File: src/rtl/rng_periph_pkg.sv
package rng_periph_pkg;
  localparam int REG_W   = 32;
  localparam int BYTE_W  = 8;

  localparam logic [7:0] OFF_RAND   = 8'h00;
  localparam logic [7:0] OFF_CTRL   = 8'h04;
  localparam logic [7:0] OFF_WBUF_L = 8'h08;
  localparam logic [7:0] OFF_WBUF_H = 8'h0C;
  localparam logic [7:0] OFF_RBUF_L = 8'h10;
  localparam logic [7:0] OFF_RBUF_H = 8'h14;
  localparam logic [7:0] OFF_LATCH  = 8'h18;
  localparam logic [7:0] OFF_NOISE  = 8'h1C;

  typedef struct packed {
    logic spare;
    logic src_latch_en;
    logic noise_en;
    logic fast_speed;
    logic swap_wide;
    logic step_on_read;
  } ctrl_t;

  localparam int CTRL_W = $bits(ctrl_t);
endpackage

File: src/rtl/rng_lfsr.sv
module rng_lfsr #(
  parameter int              W       = 32,
  parameter logic [W-1:0]    TAPS    = 32'h80200003,
  parameter logic [W-1:0]    DEFAULT = 32'hACE12468
) (
  input  logic         clk,
  input  logic         rst_n,
  input  logic         load_en,
  input  logic [W-1:0] load_val,
  input  logic         step_en,
  output logic [W-1:0] state
);
  logic [W-1:0] stepped;
  logic [W-1:0] seed_fixed;
  logic [W-1:0] state_d;
  logic         state_en;

  always_comb begin
    stepped    = {1'b0, state[W-1:1]} ^ (state[0] ? TAPS : '0);
    seed_fixed = (load_val == '0) ? DEFAULT : load_val;
    state_en   = load_en | step_en;
    if (load_en) state_d = seed_fixed;
    else         state_d = stepped;
  end

  always_ff @(posedge clk or negedge rst_n) begin
    if (!rst_n)        state <= DEFAULT;
    else if (state_en) state <= state_d;
  end
endmodule

File: src/rtl/rng_byteswap.sv
module rng_byteswap #(
  parameter int W = 32
) (
  input  logic         wide,
  input  logic [W-1:0] lo_word,
  input  logic [W-1:0] hi_word,
  output logic [W-1:0] rd_lo,
  output logic [W-1:0] rd_hi
);
  localparam int NB = W / 8;

  logic [W-1:0] rev_lo;
  logic [W-1:0] rev_hi;

  for (genvar i = 0; i < NB; i++) begin : g_lane
    assign rev_lo[8*i +: 8] = lo_word[8*(NB-1-i) +: 8];
    assign rev_hi[8*i +: 8] = hi_word[8*(NB-1-i) +: 8];
  end

  assign rd_lo = wide ? rev_hi : rev_lo;
  assign rd_hi = rev_lo;
endmodule

File: src/rtl/rng_swap_periph.sv
module rng_swap_periph
  import rng_periph_pkg::*;
#(
  parameter int          ADDR_W       = 32,
  parameter logic [31:0] LFSR_TAPS    = 32'h80200003,
  parameter logic [31:0] SEED_DEFAULT = 32'hACE12468
) (
  input  logic              clk,
  input  logic              rst_n,
  input  logic              bus_sel,
  input  logic              bus_write,
  input  logic [ADDR_W-1:0] bus_addr,
  input  logic [REG_W-1:0]  bus_wdata,
  output logic [REG_W-1:0]  bus_rdata,
  input  logic [REG_W-1:0]  latch_word_i,
  input  logic [REG_W-1:0]  noise_word_i
);
  // reset synchronizer: asserted asynchronously, released on the 2nd edge
  logic rst_meta_n, rst_core_n;
  always_ff @(posedge clk or negedge rst_n) begin
    if (!rst_n) begin
      rst_meta_n <= 1'b0;
      rst_core_n <= 1'b0;
    end else begin
      rst_meta_n <= 1'b1;
      rst_core_n <= rst_meta_n;
    end
  end

  // address decode
  logic hit_rand, hit_ctrl, hit_wl, hit_wh, hit_rl, hit_rh, hit_lat, hit_noi;
  logic do_wr, do_rd;
  always_comb begin
    hit_rand = bus_addr == ADDR_W'(OFF_RAND);
    hit_ctrl = bus_addr == ADDR_W'(OFF_CTRL);
    hit_wl   = bus_addr == ADDR_W'(OFF_WBUF_L);
    hit_wh   = bus_addr == ADDR_W'(OFF_WBUF_H);
    hit_rl   = bus_addr == ADDR_W'(OFF_RBUF_L);
    hit_rh   = bus_addr == ADDR_W'(OFF_RBUF_H);
    hit_lat  = bus_addr == ADDR_W'(OFF_LATCH);
    hit_noi  = bus_addr == ADDR_W'(OFF_NOISE);
    do_wr    = bus_sel &  bus_write;
    do_rd    = bus_sel & ~bus_write;
  end

  // control and write buffers: next state
  ctrl_t             ctrl_q, ctrl_d;
  logic [REG_W-1:0]  wbuf_lo_q, wbuf_lo_d, wbuf_hi_q, wbuf_hi_d;
  logic              ctrl_en, wlo_en, whi_en;

  always_comb begin
    ctrl_en   = do_wr & hit_ctrl;
    wlo_en    = do_wr & hit_wl;
    whi_en    = do_wr & hit_wh;
    ctrl_d    = ctrl_t'(bus_wdata[CTRL_W-1:0]);
    wbuf_lo_d = bus_wdata;
    wbuf_hi_d = bus_wdata;
  end

  always_ff @(posedge clk or negedge rst_core_n) begin
    if (!rst_core_n) begin
      ctrl_q    <= '0;
      wbuf_lo_q <= '0;
      wbuf_hi_q <= '0;
    end else begin
      if (ctrl_en) ctrl_q    <= ctrl_d;
      if (wlo_en)  wbuf_lo_q <= wbuf_lo_d;
      if (whi_en)  wbuf_hi_q <= wbuf_hi_d;
    end
  end

  // generator
  logic             seed_wr, rand_rd, lfsr_step;
  logic [REG_W-1:0] lfsr_q;

  always_comb begin
    seed_wr   = do_wr & hit_rand;
    rand_rd   = do_rd & hit_rand;
    lfsr_step = ~ctrl_q.step_on_read | rand_rd;
  end

  rng_lfsr #(
    .W       (REG_W),
    .TAPS    (LFSR_TAPS),
    .DEFAULT (SEED_DEFAULT)
  ) lfsr_i (
    .clk      (clk),
    .rst_n    (rst_core_n),
    .load_en  (seed_wr),
    .load_val (bus_wdata),
    .step_en  (lfsr_step),
    .state    (lfsr_q)
  );

  // byte reversal
  logic [REG_W-1:0] swap_lo, swap_hi;

  rng_byteswap #(.W(REG_W)) swap_i (
    .wide    (ctrl_q.swap_wide),
    .lo_word (wbuf_lo_q),
    .hi_word (wbuf_hi_q),
    .rd_lo   (swap_lo),
    .rd_hi   (swap_hi)
  );

  // read mux
  always_comb begin
    bus_rdata = '0;
    if (do_rd) begin
      if (hit_rand)     bus_rdata = lfsr_q;
      else if (hit_ctrl) bus_rdata = REG_W'(ctrl_q);
      else if (hit_wl)  bus_rdata = wbuf_lo_q;
      else if (hit_wh)  bus_rdata = wbuf_hi_q;
      else if (hit_rl)  bus_rdata = swap_lo;
      else if (hit_rh)  bus_rdata = swap_hi;
      else if (hit_lat) bus_rdata = latch_word_i;
      else if (hit_noi) bus_rdata = noise_word_i;
    end
  end
endmodule

File: config.mk
export PLATFORM = sky130hd
export DESIGN_NAME = rng_swap_periph
export DESIGN_NICKNAME = d
export VERILOG_FILES = /design/src/rtl/rng_periph_pkg.sv /design/src/rtl/rng_lfsr.sv /design/src/rtl/rng_byteswap.sv /design/src/rtl/rng_swap_periph.sv
export SDC_FILE = /design/constraint.sdc
export NUM_CORES = 1
export LEC_CHECK = 0
export ABC_CLOCK_PERIOD_IN_PS = 3950
export BUFFER_PORTS_ARGS = -buffer_cell sky130_fd_sc_hd__buf_4
export CAP_MARGIN = 20
export CELL_PAD_IN_SITES_DETAIL_PLACEMENT = 1
export CELL_PAD_IN_SITES_GLOBAL_PLACEMENT = 1
export CORE_UTILIZATION = 42
export CTS_CLUSTER_SIZE = 10
export DETAILED_ROUTE_END_ITERATION = 10
export PLACE_DENSITY = 0.89
export SKIP_LAST_GASP = 1
export SYNTH_ARGS = -nofsm -noshare
export SYNTH_HDL_FRONTEND = slang
export SYNTH_SLANG_ARGS = --single-unit
File: constraint.sdc
create_clock -name clk -period 3.95 [get_ports clk]
set_input_delay 0.1975 -clock clk [delete_from_list [all_inputs] [get_ports clk]]
set_output_delay 0.1975 -clock clk [all_outputs]
set_load 0.1 [all_outputs]
==> summary.txt, run 1 <==
Drt
  – Vias per inst: 6.69
  – Vias: about 7.2k
  – 1st-iter DRT viols: 796
  – Pre-antenna DRT Iters: 6
  – Routed Antenna Nets: 0
  – WL per Instance: 26.8 um
  – Routed wire length: 29.0 mm
  – Residual DRC: 0

Placed design
  – DP HPWL: 19.9 mm
  – Final Wtd Congestion: 0.900
  – PortBufs: 163
  – Pre-CTS setup slack: 1.12 ns

Pwr
  – VDD IR-drop max: 0.000228 V
  – Sw power: 655 uW
  – Total Power: between 2 and 2.5 mW
  – Comb pwr share: 15.2%
  – Clock network fraction of total power: 34.7%
  – P_int: 1.75 mW
  – Lkg Pwr: 4.04 nW
  – Pwr dens: 276 nW/um^2
  – Sw frac: 27.2%
  – Seq pwr share: 50.0%

Worst setup path
  – WP data arrival: 2.74 ns
  – Setup crit start kind: input port
  – Setup crit start: bus_addr[1]
  – Crit path kind: input port to output pin
  – CP dominant cell by count: buf_4
  – Crit path cell chain: buf_4 -> nor2_1 -> nand4_1 -> nor2_1 -> buf_4 -> a221oi_1 -> o21ai_1 -> buf_4
  – Reg2Reg Launch Point: ctrl_q[0]
  – Critical path's top delay family: simple AND/OR/NAND/NOR gates
  – CP max-delay cell: nor2_1
  – Buf+Inv Stages, Crit Path: 3
  – Worst Path Required: between 3 and 4 ns
  – Max incr delay on CP: 0.55 ns
  – Max FO, Critical Path: 9
  – CP endpoint kind: output pin

Floorplan
  – Die Height: 131 um
  – Total die area: 17,100 um^2
  – Core box area: 16,000 um^2
  – Die width: 131 um
  – Ports: 164
  – Initial Utilization: 43.4%
  – Cell Rows: between 40 and 50

Cells and area
  – Number of filler cells placed in the layout: 1,852
  – Most common library cell in the layout ignoring fill and taps: buf_4
  – Final Core Density: 54.6%
  – Area grow syn2layout: 25.7%
  – Share of layout cells above drive strength 1: 38.0%
  – Antenna cell count: 0
  – Most frequent cells in the layout: buf_4, dfrtp_1, mux2_2
  – Nets: ~990

Synthesis
  – Post-synth top area share: 32.8%
  – Mapped Avg Cell Area: 9.73 um^2
  – Number of synthesized register bits: 104
  – Yosys top cell by area: dfrtp_1
  – Synth Warn #: 0
  – Largest cells by area after synthesis: dfrtp_1, mux2_2, mux2_1
  – Seq/Total Area, Yosys: 37.7%
  – Post-synthesis cell count: 714
  – Post-synth cell types: 51
  – Syn nets: about 850
  – Mapped Area: 6950 um^2

Clocking
  – Post-CTS setup repair buffer count: 0
  – CTS buffer count: 9
  – Clock Tree Buf Depth: 2
  – Worst skew pair latency: 0.35 ns
  – Post_cts resized: 0
  – CTS tree: done
  – Clk slew on worst S/H paths: ~0.070 ns
  – Root Driver: clkbuf_16
  – CTS Hold Buffers Added: 1
  – CTS sink cnt: between 100 and 150
  – H-tree level count: 3

STA
  – Setup Skew: 0.00273 ns
  – Slew Limit Fails: 0
  – Setup Viol. Count Final: 0
  – Final WS setup: 1.02 ns
  – Period utilization: 74.3%
  – Final hold vios: 0
  – RSZ-0062 raised after global routing: no
  – Max Clk Rate: 341 MHz
  – Setup_tns: 0 ns
  – Measured slew at the worst slew-check pin: approximately 0.78 ns
  – Tmin final: 2.93 ns
  – Rel. slew slack: 48.1%

Worst hold path
  – Hold Crit Start: bus_wdata[9]
  – Worst hold path class: input port to flip-flop

Run status
  – Outcome: finished, final reports clean

Run
  – Max cap viols: 0

Global routing
  – Vias in the first global route: about 7.6k
  – First-pass GRT wire length: 44.0 mm
  – Total gr overflow: 0
  – Largest net degree at the start of global routing: 57
  – Initial antenna violation count: 0
  – GRT Total Usage: 35.1%
## stage by stage
| stage | cells | hold slack (ns) | cell area, um^2 |
|---|---|---|---|
| final | 1082 | 0.102 | 8740 |
| after global routing | 1082 | 0.108 | 8740 |
| after CTS | 1082 | 0.0950 | 8740 |
| after detailed placement | 1065 | -0.0189 | 8460 |
| after global placement | 1065 | -0.0200 | 8460 |
| after floorplan | 714 | -0.0981 | 6950 |
## per-layer routing
layer | track usage, % | up-vias | wire length (um)
met5 | 0 | - | 0
met4 | 19.5 | 0 | 1370
met3 | 5.50 | 112 | 2320
met2 | 56.9 | 434 | 13800
met1 | 44.9 | 3687 | 11500
li1 | - | 3007 | -
## path summary, 6_finish.rpt
| kind | slack, ns | to | cells past startpoint |
|---|---|---|---|
| max | 1.02 | bus_rdata[6] | 8 |
| min | 0.10 | wbuf_hi_q[9] | 2 |
| max reg2reg | 2.07 | lfsr_i.state[20] | 4 |
| min reg2reg | 0.20 | wbuf_lo_q[26] | 0 |
| max in group asynchronous | 2.71 | wbuf_lo_q[16] | 1 |
| min in group asynchronous | 0.17 | rst_core_n | 2 |
## worst register-to-register path: cells and delay by family, from the launching register on
family	cells	cell delay, ns
AOI/OAI and AO/OA	2	0.82
DFF	1	0.48
buffers and inverters	1	0.35
and+or+nand+nor	1	0.17
## kinds of logic (layout without fill, tap and decap cells)
family                 Yosys count  count (layout)  synth area share (%)
AND/OR/NAND/NOR                209             209                  16.3
other                            1               1                0.0540
multiplexers                   138             138                  22.1
buffers and inverters           61             213                  3.78
flip-flops                     104             104                  37.7
XOR/XNOR                         2               2                 0.252
AO/OA/AOI/OAI                  199             199                  19.9
## cells in the mapped netlist (all sizes together)
master / instances
o31ai: 14
o31a: 1
mux2i: 15
nor4: 18
nand2b: 2
nor2: 36
and3: 2
a222oi: 20
dfrtp: 91
xor2: 2
a2bb2oi: 1
inv: 4
nand3: 12
nor3: 21
a31oi: 11
o2bb2ai: 1
a21o: 20
mux2: 123
nand4: 6
nor4b: 2
nor3b: 3
or4: 1
dfstp: 13
a22o: 20
or3: 1
o22ai: 2
o221ai: 3
a211oi: 1
a221o: 6
nor2b: 11
o21ai: 77
o32a: 3
and2: 7
buf: 24
a221oi: 9
o211ai: 2
nand2: 84
and4: 3
a21oi: 8
conb: 1
clkbuf: 33
## registers in the layout (all words and copies together), names as in the netlist
register	cells
lfsr_i.state	32
ctrl_q	6
wbuf_hi_q	32
wbuf_lo_q	32
rst_meta_n	1
rst_core_n	1
## power by group through the flow
stage	combinational (mW)	clock [mW]	sequential, mW
after detailed placement	0.356	0	1.22
after CTS	0.363	0.838	1.20
after global routing	0.393	0.882	1.21
after global placement	0.344	0	1.22
after floorplan	0.158	0	1.21
final	0.366	0.836	1.20
## final cells by class
cell class / count / area, um^2 / share of cell area, %
clock buffers: 14 / 244 / 2.79
clock inverters: 2 / 17.5 / 0.201
inverters: 4 / 15.0 / 0.172
multi-input cells: 549 / 4100 / 47.0
flip-flops and latches: 104 / 2620 / 30.0
well taps: 216 / 270 / 3.09
repair buffers: 193 / 1460 / 16.8
No activity file was read; power rests on OpenSTA's default activity.
==> run 2: changes to the inputs <==
ABC_CLOCK_PERIOD_IN_PS = 2500   (was 3950)
CORE_UTILIZATION = 38   (was 42)
PLACE_DENSITY = 0.85   (was 0.89)
clock period = 2.5 ns   (was 3.95 ns; I/O delays follow)
==> summary.txt, run 2 (synthesis results as in run 1) <==
Cells and area
  – Fin cells: between 1k and 1.5k
  – Finished layout cell area: 9130 um^2
  – Most common library cell in the layout ignoring fill and taps: buf_4
  – Final Core Density: 50.8%
  – Most frequent cells in the layout: buf_4, dfrtp_1, mux2_2
  – Nets: 1,014
  – Share of layout cells above drive strength 1: ~44%
  – Largest registers: lfsr_i.state (32), wbuf_hi_q (32), wbuf_lo_q (32)
  – Area grow syn2layout: 31.4%
  – Antenna cell count: 0

Global routing
  – Vias in the first global route: 7,550
  – First-pass GRT wire length: around 43 mm
  – Total gr overflow: 0
  – Largest net degree at the start of global routing: 49
  – GRT Total Usage: 31.1%
  – Initial antenna violation count: 0

Worst setup path
  – Setup crit start kind: flip-flop
  – Buf+Inv Stages, Crit Path: 2
  – CP max-delay cell: dfrtp_2
  – CP endpoint kind: output pin
  – Worst Path Required: 2.38 ns
  – WP data arrival: between 2 and 2.5 ns
  – CP dominant cell by count: buf_4
  – Critical path's top delay family: compound AO/OA/AOI/OAI gates
  – Crit path kind: flip-flop to output pin
  – Max FO, Critical Path: 12
  – Max incr delay on CP: 0.48 ns
  – Crit path cell chain: buf_4 -> mux2_2 -> a222oi_1 -> o21ai_2 -> buf_4

Drt
  – 1st-iter DRT viols: 680
  – Vias per inst: 6.39
  – Routed wire length: 28.4 mm
  – Routed Antenna Nets: 0
  – Residual DRC: 0
  – Pre-antenna DRT Iters: 5
  – WL per Instance: between 20 and 30 um
  – Vias: 7,135

STA
  – Period utilization: 97.6%
  – Setup_tns: 0 ns
  – Max Clk Rate: slightly above 400 MHz
  – Final WS setup: 0.0596 ns
  – Setup Skew: 0.00936 ns
  – Tmin final: 2.44 ns
  – Hold_ws: 0.0132 ns
  – Setup Viol. Count Final: 0
  – RSZ-0062 raised after global routing: yes
  – Slew Limit Fails: 0
  – Final hold vios: 0
  – Rel. slew slack: a little over half
  – Measured slew at the worst slew-check pin: between 0.7 and 0.8 ns

Clocking
  – Root Driver: clkbuf_16
  – CTS buffer count: 9
  – CTS tree: done
  – CTS sink cnt: 104
  – Clk slew on worst S/H paths: 0.07 ns
  – Clock Tree Buf Depth: 2
  – Worst skew pair latency: 0.36 ns
  – H-tree level count: 3

Pwr
  – VDD IR-drop max: 0.000332 V
  – Pwr dens: 435 nW/um^2
  – Lkg Pwr: 4.25 nW
  – Total Power: 3.98 mW

Floorplan
  – Die width: 137 um
  – Ports: 164
  – Die Height: 137 um
  – Cell Rows: 49
  – Initial Utilization: 38.7%
  – Core box area: roughly 18,000 um^2
  – Total die area: approximately 19,000 um^2

Placed design
  – Pre-CTS setup slack: roughly 0.14 ns
  – Dpl cells: 1,098
  – Dpl cell area: approximately 8800 um^2
  – PortBufs: 163
  – DP HPWL: 20.4 mm
  – Final Wtd Congestion: 0.953

Run
  – Max cap viols: 0

Worst hold path
  – Worst hold path class: input port to flip-flop

Run status
  – Outcome: finished, final reports clean
[run 2: cell count changes in the layout (fill, tap and decap cells not counted), moves of 2 or more]
| cell | change |
|---|---|
| clkbuf_1 | -4 |
| a21oi_1 | -2 |
| clkinv_2 | +2 |
| a21oi_2 | +2 |
| o21ai_2 | +28 |
| o21ai_1 | -26 |
| buf_4 | +16 |
| buf_12 | +4 |
| o21ai_0 | -2 |
[run 2: timing repair]
item / 4_1_cts / 5_1_grt
pin swaps: 0 / 3
setup buffers: 0 / 1
hold buffers: 1 / 0
setup endpoints to repair: 3 / 8
resized for setup: 2 / 3
endpoints found under the hold margin: 2 / 0
gates cloned: 0 / 0
[run 2: final cells by class]
class	instances	area (um^2)
Clock buffer	11	243
Clock inverter	5	56.3
Fill cell	2003	8830
Inverter	4	15.0
Multi-Input combinational cell	549	4230
Sequential cell	104	2620
Tap cell	229	287
Timing Repair Buffer	214	1680
[run 2: final timing paths]
kind / slack [ns] / endpoint / start / cells past startpoint
worst max-delay path: 0.06 / bus_rdata[20] / ctrl_q[1] / 5
worst min-delay path: 0.01 / wbuf_lo_q[19] / bus_wdata[19] / 2
worst max register to register: 0.83 / lfsr_i.state[31] / ctrl_q[0] / 4
worst min register to register: 0.29 / wbuf_lo_q[28] / rst_core_n / 0
max in group asynchronous: 1.50 / lfsr_i.state[16] / rst_core_n / 1
min in group asynchronous: 0.10 / rst_meta_n / rst_n / 2
[run 2: power breakdown]
group | total [mW] | switching, mW | internal [mW]
Clock | 1.48 | 0.673 | 0.804
Sequential | 1.91 | 0.106 | 1.80
Combinational | 0.592 | 0.297 | 0.295
[run 2: worst reg2reg max path: stages (launching register included)]
cell and delay (ns):
dfrtp_1 0.45, o31a_1 0.64, buf_4 0.31, nand2_1 0.09, o31ai_1 0.09
[run 2: layer usage]
layer	up-vias	share of wire [%]	track usage, %
met1	3635	41	40.6
met3	66	8.7	6.36
met2	386	48	49.8
met4	0	2.9	13.2
li1	3048	-	-
met5	-	0	0
==> run 3: changes to the inputs <==
CELL_PAD_IN_SITES_DETAIL_PLACEMENT = 0   (was 1)
==> summary.txt, run 3 (synthesis results as in run 1) <==
Run status
  – Outcome: finished, final reports clean

Cells and area
  – Fin cells: approximately 1.1k
  – Area grow syn2layout: 31.5%
  – Most frequent cells in the layout: buf_4, dfrtp_1, mux2_2
  – Nets: approximately 1k
  – Antenna cell count: 0
  – Most common library cell in the layout ignoring fill and taps: buf_4
  – Largest registers: lfsr_i.state (32), wbuf_hi_q (32), wbuf_lo_q (32)
  – Share of layout cells above drive strength 1: 43.5%

Global routing
  – Initial antenna violation count: 0
  – GRT Total Usage: a little over a quarter
  – Total gr overflow: 0
  – First-pass GRT wire length: between 30 and 40 mm
  – Vias in the first global route: 6,602
  – Largest net degree at the start of global routing: 49

STA
  – RSZ-0062 raised after global routing: no
  – Setup Viol. Count Final: 0
  – Tmin final: ~2.5 ns
  – Setup Skew: 0.00984 ns
  – Period utilization: 99.3%
  – Final WS setup: 0.0184 ns
  – Measured slew at the worst slew-check pin: between 0.7 and 0.8 ns
  – Final hold vios: 0
  – Hold_ws: 0.0212 ns
  – Max Clk Rate: roughly 400 MHz
  – Setup_tns: 0 ns
  – Slew Limit Fails: 0
  – Rel. slew slack: about 53%

Pwr
  – P_int: 3.00 mW
  – Comb pwr share: 14.4%
  – Total Power: 4.00 mW
  – Sw frac: 25.0%
  – Pwr dens: between 400 and 500 nW/um^2
  – VDD IR-drop max: approximately 0.00031 V
  – Clock network fraction of total power: roughly two fifths
  – Lkg Pwr: 4.25 nW
  – Seq pwr share: a little under half
  – Sw power: 1.00 mW

Floorplan
  – Initial Utilization: between 30 and 40%
  – Ports: 164
  – Total die area: 18,800 um^2
  – Cell Rows: 49
  – Core box area: 18,000 um^2
  – Die width: 137 um
  – Die Height: ~140 um

Placed design
  – Dpl cells: 1,098
  – DP HPWL: 18.3 mm
  – Final Wtd Congestion: around 0.95
  – Pre-CTS setup slack: 0.187 ns
  – PortBufs: 163

Clocking
  – CTS buffer count: 9
  – Clock Tree Buf Depth: 2
  – Clk slew on worst S/H paths: 0.07 ns
  – Worst skew pair latency: 0.36 ns
  – CTS tree: done
  – H-tree level count: 3
  – Post-CTS setup repair buffer count: 0
  – Root Driver: clkbuf_16
  – CTS sink cnt: 104

Drt
  – WL per Instance: approximately 22 um
  – 1st-iter DRT viols: ~830
  – Vias per inst: roughly 6.2
  – Routed wire length: 25.1 mm
  – Pre-antenna DRT Iters: 7
  – Vias: 6,899
  – Residual DRC: 0
  – Routed Antenna Nets: 0

Worst hold path
  – Worst hold path class: input port to flip-flop
  – Hold Crit Start: bus_wdata[19]

Worst setup path
  – Reg2Reg Launch Point: ctrl_q[0]
  – Setup crit start kind: flip-flop
  – WP data arrival: 2.36 ns
  – Worst Path Required: 2.38 ns
  – Crit path kind: flip-flop to output pin
  – Max FO, Critical Path: 7
  – CP endpoint kind: output pin
  – Setup crit start: ctrl_q[1]
  – Setup slack on the worst flop-to-flop path: 0.89 ns

Run
  – Max cap viols: 0
==> run 3: changes by cell type in the layout (fill, tap and decap cells not counted), sizes merged <==
cell / before / now
bufinv: 1 / 2
clkbuf: 11 / 13
buf: 213 / 212
clkinvlp: 1 / 0
clkinv: 3 / 1
==> run 3: area by class of cell <==
cell class                      count  area [um^2]
Inverter                            4         15.0
Sequential cell                   104         2620
Multi-Input combinational cell    549         4230
Clock buffer                       13          250
Fill cell                        1686         8830
Timing Repair Buffer              213         1660
Tap cell                          229          287
Clock inverter                      3         65.1
==> run 3: what timing repair did <==
action / CTS / global route
endpoints found under the hold margin: 2 / 0
hold buffers: 1 / 0
resized for setup: 0 / 2
endpoints found under the setup margin: 0 / 17
==> run 3: stage by stage <==
step / utilization [%] / instance area (um^2)
floorplan: - / 7070
global placement: 49.0 / 8800
detailed placement: 49.0 / 8800
CTS: 50.8 / 9130
global route: 50.9 / 9140
finish: 50.9 / 9140
==> run 3: final timing paths <==
path | to | cells past startpoint
max in group asynchronous | lfsr_i.state[10] | 1
min reg2reg | wbuf_lo_q[28] | 0
min | wbuf_lo_q[19] | 2
min in group asynchronous | rst_meta_n | 2
max | bus_rdata[14] | 7
max reg2reg | lfsr_i.state[27] | 4
==> run 3: layer usage <==
metal | up-vias | part of all wire (%) | GRT usage [%]
met3 | 44 | 9.1 | 3.16
met4 | 0 | 2.5 | 9.34
met2 | 365 | 46 | 43.0
li1 | 3049 | - | -
met1 | 3441 | 42 | 38.6
met5 | - | 0 | 0
==> run 3: power groups by stage <==
stage               sequential, mW  clock (mW)  combinational (mW)
floorplan                     1.91           0               0.255
finish                        1.90        1.53               0.574
global placement              1.93           0               0.560
global route                  1.91        1.61               0.622
detailed placement            1.93           0               0.567
CTS                           1.89        1.55               0.572
==> run 3: critical path, cell delays in order, from the launching register on <==
cell      delay, ns
dfrtp_2        0.48
nor2b_1        0.17
buf_4          0.18
mux2i_1        0.12
o21ai_0        0.38
a221oi_2       0.11
o21ai_2        0.23
buf_4          0.32
